$ cat src/rtl/rbs_pkg.sv
`timescale 1ns/1ps
package rbs_pkg;

   typedef enum logic [2:0] {
      RBS_IDLE  = 3'd0,
      RBS_FETCH = 3'd1,
      RBS_PULSE = 3'd2,
      RBS_GAP   = 3'd3,
      RBS_DONE  = 3'd4
   } rbs_state_e;

   function automatic int rbs_width(input int value);
      return (value > 1) ? $clog2(value) : 1;
   endfunction

endpackage

$ cat src/rtl/rbs_write_port.sv
`timescale 1ns/1ps
module rbs_write_port (
   input  logic clk,
   input  logic rst_n,
   input  logic wr_stb,
   input  logic fifo_full,
   output logic fifo_push,
   output logic wr_ack,
   output logic overflow
);

   assign fifo_push = wr_stb & ~fifo_full;

   always_ff @(posedge clk) begin
      if (!rst_n) begin
         wr_ack   <= 1'b0;
         overflow <= 1'b0;
      end else begin
         wr_ack <= fifo_push;
         if (wr_stb && fifo_full)
            overflow <= 1'b1;
      end
   end

endmodule

$ cat src/rtl/rbs_cmd_fifo.sv
`timescale 1ns/1ps
module rbs_cmd_fifo #(
   parameter int WIDTH = 21,
   parameter int DEPTH = 4
) (
   input  logic             clk,
   input  logic             rst_n,
   input  logic             push,
   input  logic [WIDTH-1:0] push_data,
   input  logic             pop,
   output logic [WIDTH-1:0] head,
   output logic             full,
   output logic             empty
);

   localparam int PTR_W = rbs_pkg::rbs_width(DEPTH);
   localparam int CNT_W = rbs_pkg::rbs_width(DEPTH + 1);

   if (DEPTH < 1) begin : g_bad_depth
      $error("rbs_cmd_fifo: DEPTH must be at least 1");
   end

   if (DEPTH == 1) begin : g_single
      logic             valid;
      logic [WIDTH-1:0] slot;

      always_ff @(posedge clk) begin
         if (!rst_n) begin
            valid <= 1'b0;
         end else if (push) begin
            valid <= 1'b1;
         end else if (pop) begin
            valid <= 1'b0;
         end
      end

      always_ff @(posedge clk) begin
         if (push)
            slot <= push_data;
      end

      assign head  = slot;
      assign full  = valid;
      assign empty = ~valid;
   end else begin : g_ring
      logic [WIDTH-1:0] mem [DEPTH];
      logic [PTR_W-1:0] wr_ptr;
      logic [PTR_W-1:0] rd_ptr;
      logic [CNT_W-1:0] count;
      logic             do_pop;

      assign do_pop = pop && (count != '0);

      function automatic logic [PTR_W-1:0] next_ptr(input logic [PTR_W-1:0] p);
         return (p == PTR_W'(DEPTH - 1)) ? '0 : p + PTR_W'(1);
      endfunction

      always_ff @(posedge clk) begin
         if (!rst_n) begin
            wr_ptr <= '0;
            rd_ptr <= '0;
            count  <= '0;
         end else begin
            if (push)
               wr_ptr <= next_ptr(wr_ptr);
            if (do_pop)
               rd_ptr <= next_ptr(rd_ptr);
            if (push && !do_pop)
               count <= count + CNT_W'(1);
            else if (do_pop && !push)
               count <= count - CNT_W'(1);
         end
      end

      always_ff @(posedge clk) begin
         if (push)
            mem[wr_ptr] <= push_data;
      end

      assign head  = mem[rd_ptr];
      assign full  = (count == CNT_W'(DEPTH));
      assign empty = (count == '0);
   end

endmodule

$ cat src/rtl/rbs_pulse_timer.sv
`timescale 1ns/1ps
module rbs_pulse_timer #(
   parameter int CNT_W = 8
) (
   input  logic             clk,
   input  logic             rst_n,
   input  logic             load,
   input  logic [CNT_W-1:0] length,
   output logic             expired
);

   logic [CNT_W-1:0] remain;

   always_ff @(posedge clk) begin
      if (!rst_n) begin
         remain <= '0;
      end else if (load) begin
         remain <= length - CNT_W'(1);
      end else if (remain != '0) begin
         remain <= remain - CNT_W'(1);
      end
   end

   assign expired = (remain == '0);

endmodule

$ cat src/rtl/rbs_sequencer.sv
`timescale 1ns/1ps
module rbs_sequencer #(
   parameter int NUM_BANKS    = 16,
   parameter int BANK_RELAYS  = 16,
   parameter int PULSE_CYCLES = 4,
   parameter int GAP_CYCLES   = 1,
   parameter int CNT_W        = 8,
   parameter int BANK_SEL_W   = 4
) (
   input  logic                   clk,
   input  logic                   rst_n,
   input  logic                   fifo_empty,
   input  logic [BANK_SEL_W-1:0]  head_bank,
   input  logic [BANK_RELAYS-1:0] head_pattern,
   input  logic                   head_close,
   output logic                   fifo_pop,
   input  logic                   timer_expired,
   output logic                   timer_load,
   output logic [CNT_W-1:0]       timer_length,
   input  logic                   irq_clr,
   output logic                   irq,
   output logic                   busy,
   output logic [BANK_SEL_W-1:0]  coil_bank,
   output logic [BANK_RELAYS-1:0] coil_data,
   output logic                   coil_open_en,
   output logic                   coil_close_en
);

   import rbs_pkg::*;

   localparam logic [BANK_SEL_W-1:0] LAST_BANK = BANK_SEL_W'(NUM_BANKS - 1);

   rbs_state_e            state;
   logic                  sweeping;
   logic [BANK_SEL_W-1:0] sweep_bank;
   logic                  pulse_end;
   logic                  gap_end;

   assign pulse_end    = (state == RBS_PULSE) && timer_expired;
   assign gap_end      = (state == RBS_GAP) && timer_expired;
   assign fifo_pop     = (state == RBS_FETCH) && !sweeping;
   assign timer_load   = (state == RBS_FETCH) || pulse_end;
   assign timer_length = (state == RBS_FETCH) ? CNT_W'(PULSE_CYCLES) : CNT_W'(GAP_CYCLES);
   assign busy         = (state != RBS_IDLE);

   always_ff @(posedge clk) begin
      if (!rst_n) begin
         state         <= RBS_FETCH;
         sweeping      <= 1'b1;
         sweep_bank    <= '0;
         coil_bank     <= '0;
         coil_data     <= '0;
         coil_open_en  <= 1'b0;
         coil_close_en <= 1'b0;
      end else begin
         unique case (state)
            RBS_IDLE: begin
               if (!fifo_empty)
                  state <= RBS_FETCH;
            end
            RBS_FETCH: begin
               if (sweeping) begin
                  coil_bank     <= sweep_bank;
                  coil_data     <= '1;
                  coil_open_en  <= 1'b1;
                  coil_close_en <= 1'b0;
               end else begin
                  coil_bank     <= head_bank;
                  coil_data     <= head_pattern;
                  coil_open_en  <= ~head_close;
                  coil_close_en <= head_close;
               end
               state <= RBS_PULSE;
            end
            RBS_PULSE: begin
               if (pulse_end) begin
                  coil_open_en  <= 1'b0;
                  coil_close_en <= 1'b0;
                  state         <= RBS_GAP;
               end
            end
            RBS_GAP: begin
               if (gap_end) begin
                  if (sweeping) begin
                     if (sweep_bank == LAST_BANK) begin
                        sweeping <= 1'b0;
                        state    <= fifo_empty ? RBS_IDLE : RBS_FETCH;
                     end else begin
                        sweep_bank <= sweep_bank + BANK_SEL_W'(1);
                        state      <= RBS_FETCH;
                     end
                  end else begin
                     state <= fifo_empty ? RBS_DONE : RBS_FETCH;
                  end
               end
            end
            RBS_DONE: begin
               state <= RBS_IDLE;
            end
            default: state <= RBS_IDLE;
         endcase
      end
   end

   always_ff @(posedge clk) begin
      if (!rst_n)
         irq <= 1'b0;
      else if (state == RBS_DONE)
         irq <= 1'b1;
      else if (irq_clr)
         irq <= 1'b0;
   end

endmodule

$ cat src/rtl/relay_bank_seq.sv
`timescale 1ns/1ps
module relay_bank_seq #(
   parameter int NUM_BANKS   = 16,
   parameter int BANK_RELAYS = 16,
   parameter int FIFO_DEPTH  = 4,
   parameter int CLK_HZ      = 200_000_000,
   parameter int PULSE_MS    = 7,
   parameter int GAP_CYCLES  = 1,
   localparam int BANK_SEL_W = rbs_pkg::rbs_width(NUM_BANKS)
) (
   input  logic                   clk,
   input  logic                   rst_n,
   input  logic                   wr_stb,
   input  logic [BANK_SEL_W-1:0]  wr_bank,
   input  logic [BANK_RELAYS-1:0] wr_pattern,
   input  logic                   wr_close,
   output logic                   wr_ack,
   input  logic                   irq_clr,
   output logic                   irq,
   output logic                   busy,
   output logic                   overflow,
   output logic [BANK_SEL_W-1:0]  coil_bank,
   output logic [BANK_RELAYS-1:0] coil_data,
   output logic                   coil_open_en,
   output logic                   coil_close_en
);

   localparam int PULSE_CYCLES = (CLK_HZ / 1000) * PULSE_MS;
   localparam int LONGEST      = (PULSE_CYCLES > GAP_CYCLES) ? PULSE_CYCLES : GAP_CYCLES;
   localparam int CNT_W        = rbs_pkg::rbs_width(LONGEST + 1);
   localparam int CMD_W        = 1 + BANK_SEL_W + BANK_RELAYS;

   if (NUM_BANKS < 2) begin : g_bad_banks
      $error("relay_bank_seq: NUM_BANKS must be at least 2");
   end
   if (BANK_RELAYS < 1) begin : g_bad_relays
      $error("relay_bank_seq: BANK_RELAYS must be at least 1");
   end
   if (PULSE_CYCLES < 1) begin : g_bad_pulse
      $error("relay_bank_seq: pulse must last at least one cycle");
   end
   if (GAP_CYCLES < 1) begin : g_bad_gap
      $error("relay_bank_seq: GAP_CYCLES must be at least 1");
   end

   logic                   fifo_push;
   logic                   fifo_pop;
   logic                   fifo_full;
   logic                   fifo_empty;
   logic [CMD_W-1:0]       fifo_head;
   logic                   timer_load;
   logic [CNT_W-1:0]       timer_length;
   logic                   timer_expired;
   logic                   head_close;
   logic [BANK_SEL_W-1:0]  head_bank;
   logic [BANK_RELAYS-1:0] head_pattern;

   assign {head_close, head_bank, head_pattern} = fifo_head;

   rbs_write_port i_write_port (
      .clk       (clk),
      .rst_n     (rst_n),
      .wr_stb    (wr_stb),
      .fifo_full (fifo_full),
      .fifo_push (fifo_push),
      .wr_ack    (wr_ack),
      .overflow  (overflow)
   );

   rbs_cmd_fifo #(
      .WIDTH (CMD_W),
      .DEPTH (FIFO_DEPTH)
   ) i_cmd_fifo (
      .clk       (clk),
      .rst_n     (rst_n),
      .push      (fifo_push),
      .push_data ({wr_close, wr_bank, wr_pattern}),
      .pop       (fifo_pop),
      .head      (fifo_head),
      .full      (fifo_full),
      .empty     (fifo_empty)
   );

   rbs_pulse_timer #(
      .CNT_W (CNT_W)
   ) i_pulse_timer (
      .clk     (clk),
      .rst_n   (rst_n),
      .load    (timer_load),
      .length  (timer_length),
      .expired (timer_expired)
   );

   rbs_sequencer #(
      .NUM_BANKS    (NUM_BANKS),
      .BANK_RELAYS  (BANK_RELAYS),
      .PULSE_CYCLES (PULSE_CYCLES),
      .GAP_CYCLES   (GAP_CYCLES),
      .CNT_W        (CNT_W),
      .BANK_SEL_W   (BANK_SEL_W)
   ) i_sequencer (
      .clk           (clk),
      .rst_n         (rst_n),
      .fifo_empty    (fifo_empty),
      .head_bank     (head_bank),
      .head_pattern  (head_pattern),
      .head_close    (head_close),
      .fifo_pop      (fifo_pop),
      .timer_expired (timer_expired),
      .timer_load    (timer_load),
      .timer_length  (timer_length),
      .irq_clr       (irq_clr),
      .irq           (irq),
      .busy          (busy),
      .coil_bank     (coil_bank),
      .coil_data     (coil_data),
      .coil_open_en  (coil_open_en),
      .coil_close_en (coil_close_en)
   );

endmodule

$ cat config.mk
export PLATFORM = sky130hd
export DESIGN_NAME = relay_bank_seq
export DESIGN_NICKNAME = d
export VERILOG_FILES = /design/src/rtl/rbs_pkg.sv /design/src/rtl/rbs_write_port.sv /design/src/rtl/rbs_cmd_fifo.sv /design/src/rtl/rbs_pulse_timer.sv /design/src/rtl/rbs_sequencer.sv /design/src/rtl/relay_bank_seq.sv
export SDC_FILE = /design/constraint.sdc
export NUM_CORES = 1
export LEC_CHECK = 0
export BUFFER_PORTS_ARGS = -buffer_cell sky130_fd_sc_hd__buf_2
export CORE_ASPECT_RATIO = 0.5
export CORE_MARGIN = 3
export CORE_UTILIZATION = 53
export CTS_CLUSTER_DIAMETER = 50
export DETAILED_ROUTE_END_ITERATION = 10
export PLACE_DENSITY = 0.75
export SKIP_CTS_REPAIR_TIMING = 1
export SLEW_MARGIN = 20
export SYNTH_ARGS = -nofsm -noshare
export SYNTH_HDL_FRONTEND = slang
export SYNTH_SLANG_ARGS = --single-unit
export TNS_END_PERCENT = 100
$ cat constraint.sdc
create_clock -name clk -period 2.55 [get_ports clk]
set_input_delay 0 -clock clk [delete_from_list [all_inputs] [get_ports clk]]
set_output_delay 0 -clock clk [all_outputs]
set_load 0.05 [all_outputs]
Word-level counts from Yosys, hierarchy flattened. Memory sizes are Yosys's and may differ from the RTL's. A register that Yosys moved wholly into a read port is not among the register bits. Index checks and enable logic that the tools add are counted.

Bits in registers: 61. Memory bits (writable): 84. Input bits: 25. Logic and storage cells: 92. Memories: 1.

Memory list: i_cmd_fifo.g_ring.mem (depth 4, bits a word 21, read ports 1, clocked after memory_dff 1, wr ports 1, RTL line rbs_cmd_fifo.sv:46) `logic [WIDTH-1:0] mem [DEPTH];`.

$add $sub $neg: 7. Equal/unequal tests: 11. Multiplexer cells: 30. Bitwise gates (word level): 4. Reductions and logical operators: 25.

Operator list (number): 2-to-1 mux 21 bit (3); subtractor 21 x 1 -> 21 bit (second input constant) (2); 2-to-1 mux 3 bit (8); logical NOT 21 bit (1); nonzero test 21 bit (1); 2-to-1 mux 16 bit (1); one-hot mux 3 bit (4 select lines) (1); 2-to-1 mux 1 bit (10); 2-to-1 mux 2 bit (4); nonzero test 2 bit (4); logical AND 1 bit (7); == test 3 x 2 -> 1 bit (second input constant) (2); == test 3 bit (second input constant) (2); logical NOT 3 bit (2); nonzero test 3 bit (2); adder 2 x 1 -> 2 bit (second input constant) (2); adder 4 x 1 -> 4 bit (second input constant) (1); == test 2 bit (second input constant) (2); == test 4 bit (second input constant) (1); 2-to-1 mux 4 bit (1); inequality test 2 x 1 -> 1 bit (second input constant) (2); one-hot mux 1 bit (2 select lines) (2); AND reduction 2 bit (2); AND reduction 4 bit (1); other kinds (9) (13).

Depth between registers and ports, before layout.
Word-level depth: 7. Depth in mapped cells: 11.

By module. A second synthesis with hierarchy kept.

Cell total of the unflattened synthesis: 516. Area total of the unflattened synthesis: 6515.0 µm².

By module, submodules not included: rbs_cmd_fifo (times used 1, cells each 155, area an instance 3494.6 µm²); rbs_pulse_timer (times used 1, cells each 179, area an instance 1477.7 µm²); rbs_sequencer (times used 1, cells each 176, area an instance 1471.4 µm²); rbs_write_port (times used 1, cells each 6, area an instance 71.3 µm²).

Worst setup path before layout. OpenSTA, ideal clock, no wires.

Kind: flip-flop to flip-flop. From: reg i_pulse_timer.remain[16]. To: reg i_pulse_timer.remain[14]. Library setup time: 64 ps. Arrival time: 2759 ps. Required time: 2486 ps. Slack: -273 ps. Cell stages (with the launch flop): 10. Period minus slack after synthesis: 2823 ps. Cells stage by stage: dfxtp_1 > or4_4 > nor4_4 > a31oi_1 > nand2_1 > ha_1 > nand4_1 > nor3_1 > mux2_2 > nor2_1.

Cells in the longest elaborated chain, start to end: 4. Elaborated cells on any way between the ends: 6. Classes of those cells: mux (1); reduce/logical (5).

RTL lines: from (decl) (RTL line rbs_pulse_timer.sv:12) `logic [CNT_W-1:0] remain;`; from (signal assigned) (RTL line rbs_pulse_timer.sv:18) `remain <= length - CNT_W'(1);`; from (signal assigned) (RTL line rbs_pulse_timer.sv:20) `remain <= remain - CNT_W'(1);`; logical NOT 21 bit (RTL line rbs_pulse_timer.sv:24) `assign expired = (remain == '0);`; logical AND 1 bit (RTL line rbs_sequencer.sv:39) `assign pulse_end = (state == RBS_PULSE) && timer_expired;`; logical OR 1 bit (RTL line rbs_sequencer.sv:42) `assign timer_load = (state == RBS_FETCH) || pulse_end;`; 2-to-1 mux 21 bit or nonzero test 2 bit (tied branches).

Parallel ways exist; a longest one is shown, timed or not. A chain may end at the register's enable or synchronous reset.

Final worst setup path.
From: reg i_pulse_timer.remain[19]. To: reg i_pulse_timer.remain[8].

The elaborated chain is that of the path after synthesis.

==> impl_metrics.yaml <==
finish:
  design_area_um2: 7330
  syn2layout_area_growth_pct: 24.6
  drive_gt1_share_pct: 27.5
  final_cells: 703
  diodes: 0
  final_nets: 585
detailed_routing:
  drc_errors: 0
  ant_nets: 0
  dr_total_vias: 3976
  wl_per_cell_um: 18.3
  drtIter0Drc: 286
  viasPerCell: 5.66
  dr.pass1.iters: 5
  drt_wl_total_um: 12900
synth:
  synth.area.top_cells: "edfxtp_1, dfxtp_1, mux4_2"
  synth_flop_cell: "edfxtp_1"
  ys_ff_latch: 147
  synthArstFlopShare_pct: 0
  ys_seq_area_share_pct: 64.3
  synth_top_area_share_pct: 42.8
  syn_area_um2: 5890
  syn_nets: 482
  syn_inst: 448
  synth-edff-count: 84
  ys_warn_count: 0
  synth.avg_cell_area_um2: 13.1
  synth_cell_types: 46
  yosysTopAreaCell: "edfxtp_1"
clock_network:
  htreeDepth: 4
  cts_max_path_buffers: 2
  cts.clk_slew.worst_paths_ns: 0.06
  clock_sinks: 147
  cts_tree: "built"
  clock_tree.root_cell: "clkbuf_16"
  cts_buffers: 17
  clk_latency_ns: 0.42
placed_design:
  dp_cells: 648
  numPortBuffers: 50
  place_congestion: 0.944
  post_dp_cell_area_um2: 6500
  dp_hpwl_um: 7430
global_route:
  first_global_vias: 3814
  overflow: 0
  grt_pass1_wl_um: 19800
  grtUsageTotal_pct: 20.9
  antenna_found_initial: 0
  grt_max_degree: 34
run_status:
  status: "finished clean"
floorplanning:
  core_area_um2: 10500
  dieArea_um2: 12500
  io_pins: 51
  initial_core_util_pct: 56.0
  die_w_um: 155
  rows: 26
  dieHeight_um: 80.5
pwr:
  power_frac_clock_pct: 37.1
  p_seq_share_pct: 44.5
  pwr_density_cell_nw_per_um2: 884
  leakagePower_nw: 2.75
  switching_share_pct: 29.7
  intPower_mw: 4.55
  pwr-share-comb_pct: 18.4
  power_switching_mw: 1.93
  ir_worst_vdd_mv: 0.500
  finalPower_mw: 6.48
sta:
  relSlewSlack_pct: 71.2
  finalCriticalPeriod_ns: 2.42
  setup_viol: 0
  final.setup_skew_ns: 0.00694
  final-hold-violation-count: 0
  worst_pin_slew_ns: 0.432
  period_share_pct: 94.9
  max_freq_ghz: 0.413
  slew_violations: 0
critical_path:
  cp.buffers_inverters: 1
  critPathMaxFanout: 7
  slowest_delay_ns: 0.55
  critPathKind: "register to register"
  startpoint_type: "register"
  critPathArrivalTime_ns: 2.72
  path_delay_family: "simple AND/OR/NAND/NOR gates"
  cp_cell_sequence: "or4_4 > nor4_4 > a31oi_2 > nand2_1 > ha_2 > nand4_1 > buf_6 > a311oi_2 > xor2_1 > nor2_1"
  r2r_slack_ns: 0.13
  endpoint_kind: "register"
  critPathRequiredTime_ns: 2.85
  cpMaxStageDelayCell: "or4_4"
hold_path:
  hold_path_class: "primary input to register"
run:
  maxCapViolCount: 0
==> synthesized netlist by cell type, drive strengths merged (5+ instances only) <==
cell,count
mux2i,10
xor2,8
o21ai,24
nand2,17
nand3,7
xnor2,6
dfxtp,63
and2,5
or3,9
edfxtp,84
clkbuf,19
nor2,54
a21oi,17
nor3,30
nor4,10
ha,8
a211oi,8
inv,8
mux4,21
==> cell usage in the layout (no fill, tap or decap), types with 4 or more instances in the layout <==
master	Yosys	final
edfxtp_1	84	84
dfxtp_1	63	63
nor2_1	54	53
buf_2	2	50
buf_4	0	32
nor3_1	30	28
o21ai_0	24	24
dlygate4sd3_1	0	23
mux4_2	21	21
nand2_1	17	17
a21oi_1	17	17
clkbuf_16	0	17
mux2i_1	10	10
or3_1	9	9
inv_1	8	8
xor2_1	8	8
a211oi_1	8	8
nand3_1	7	7
ha_1	8	7
nor4_1	9	6
xnor2_1	6	6
and2_1	5	5
clkinv_4	0	5
inv_6	0	4
==> state kept, by name, summed over array words and instances, names as in the netlist, 2 cells and up, named ones only <==
signal and flops:
i_sequencer.sweep_bank 4, i_cmd_fifo.g_ring.wr_ptr 2, i_cmd_fifo.g_ring.count 3, i_cmd_fifo.g_ring.mem 84, i_pulse_timer.remain 21, i_sequencer.state 3
i_cmd_fifo.g_ring.rd_ptr 2, i_sequencer.coil_bank 4, i_sequencer.coil_data 16
==> through the flow <==
step	hold slack, ns	utilization [%]	setup TNS, ns	setup slack (ns)
2_1_floorplan	0.0989	-	-0.561	-0.148
3_3_place_gp	0.216	61.8	0	0.223
3_5_place_dp	0.224	61.8	0	0.170
4_1_cts	-0.214	67.2	0	0.145
5_1_grt	0.0647	69.8	-0.00436	-0.00436
6_report	0.0399	69.8	0	0.131
==> worst register-to-register path, cell delays in order (launching register included) <==
cell,delay [ns]
dfxtp_1,0.31
or4_4,0.55
nor4_4,0.23
a31oi_2,0.15
nand2_1,0.09
ha_2,0.17
nand4_1,0.13
buf_6,0.18
a311oi_2,0.22
xor2_1,0.22
nor2_1,0.05
==> power by group through the flow <==
stage	sequential [mW]	clock [mW]	combinational (mW)
global route	2.91	2.54	1.29
global placement	2.91	0	1.11
finish	2.88	2.41	1.19
detailed placement	2.92	0	1.12
CTS	2.88	2.44	1.14
floorplan	3.09	0	0.594
==> worst paths after layout <==
check                            start                   endpoint  cells after the start
max           i_pulse_timer.remain[19]    i_pulse_timer.remain[8]                     10
min                              rst_n       i_sequencer.state[0]                      3
max reg2reg   i_pulse_timer.remain[19]    i_pulse_timer.remain[8]                     10
min reg2reg  i_sequencer.coil_close_en  i_sequencer.coil_close_en                      2
==> per-layer routing <==
metal | GRT usage, % | share of wire [%] | up-vias
met3 | 5.87 | 6.3 | 19
met5 | 0 | 0 | -
met2 | 34.5 | 49 | 124
li1 | - | - | 1891
met1 | 26.8 | 43 | 1942
met4 | 7.05 | 1.1 | 0
==> layout make-up <==
| cell class | instances | area (um2) |
|---|---|---|
| Clock buffer | 17 | 425 |
| Clock inverter | 14 | 144 |
| Fill cell | 680 | 3170 |
| Inverter | 8 | 30.0 |
| Multi-Input combinational cell | 271 | 2040 |
| Sequential cell | 147 | 3780 |
| Tap cell | 140 | 175 |
| Timing Repair Buffer | 106 | 732 |
==> cells by family after synthesis <==
logic type               after synthesis  share of synthesized area, %
flip-flops                           147                          64.3
AND/OR/NAND/NOR                      154                          13.4
adder cells (fa/ha/maj)                9                          2.04
AO/OA/AOI/OAI                         62                          6.33
multiplexers                          32                          9.93
XOR/XNOR                              14                          2.08
buffers and inverters                 30                          1.96
No activity file was read; power rests on OpenSTA's default activity.
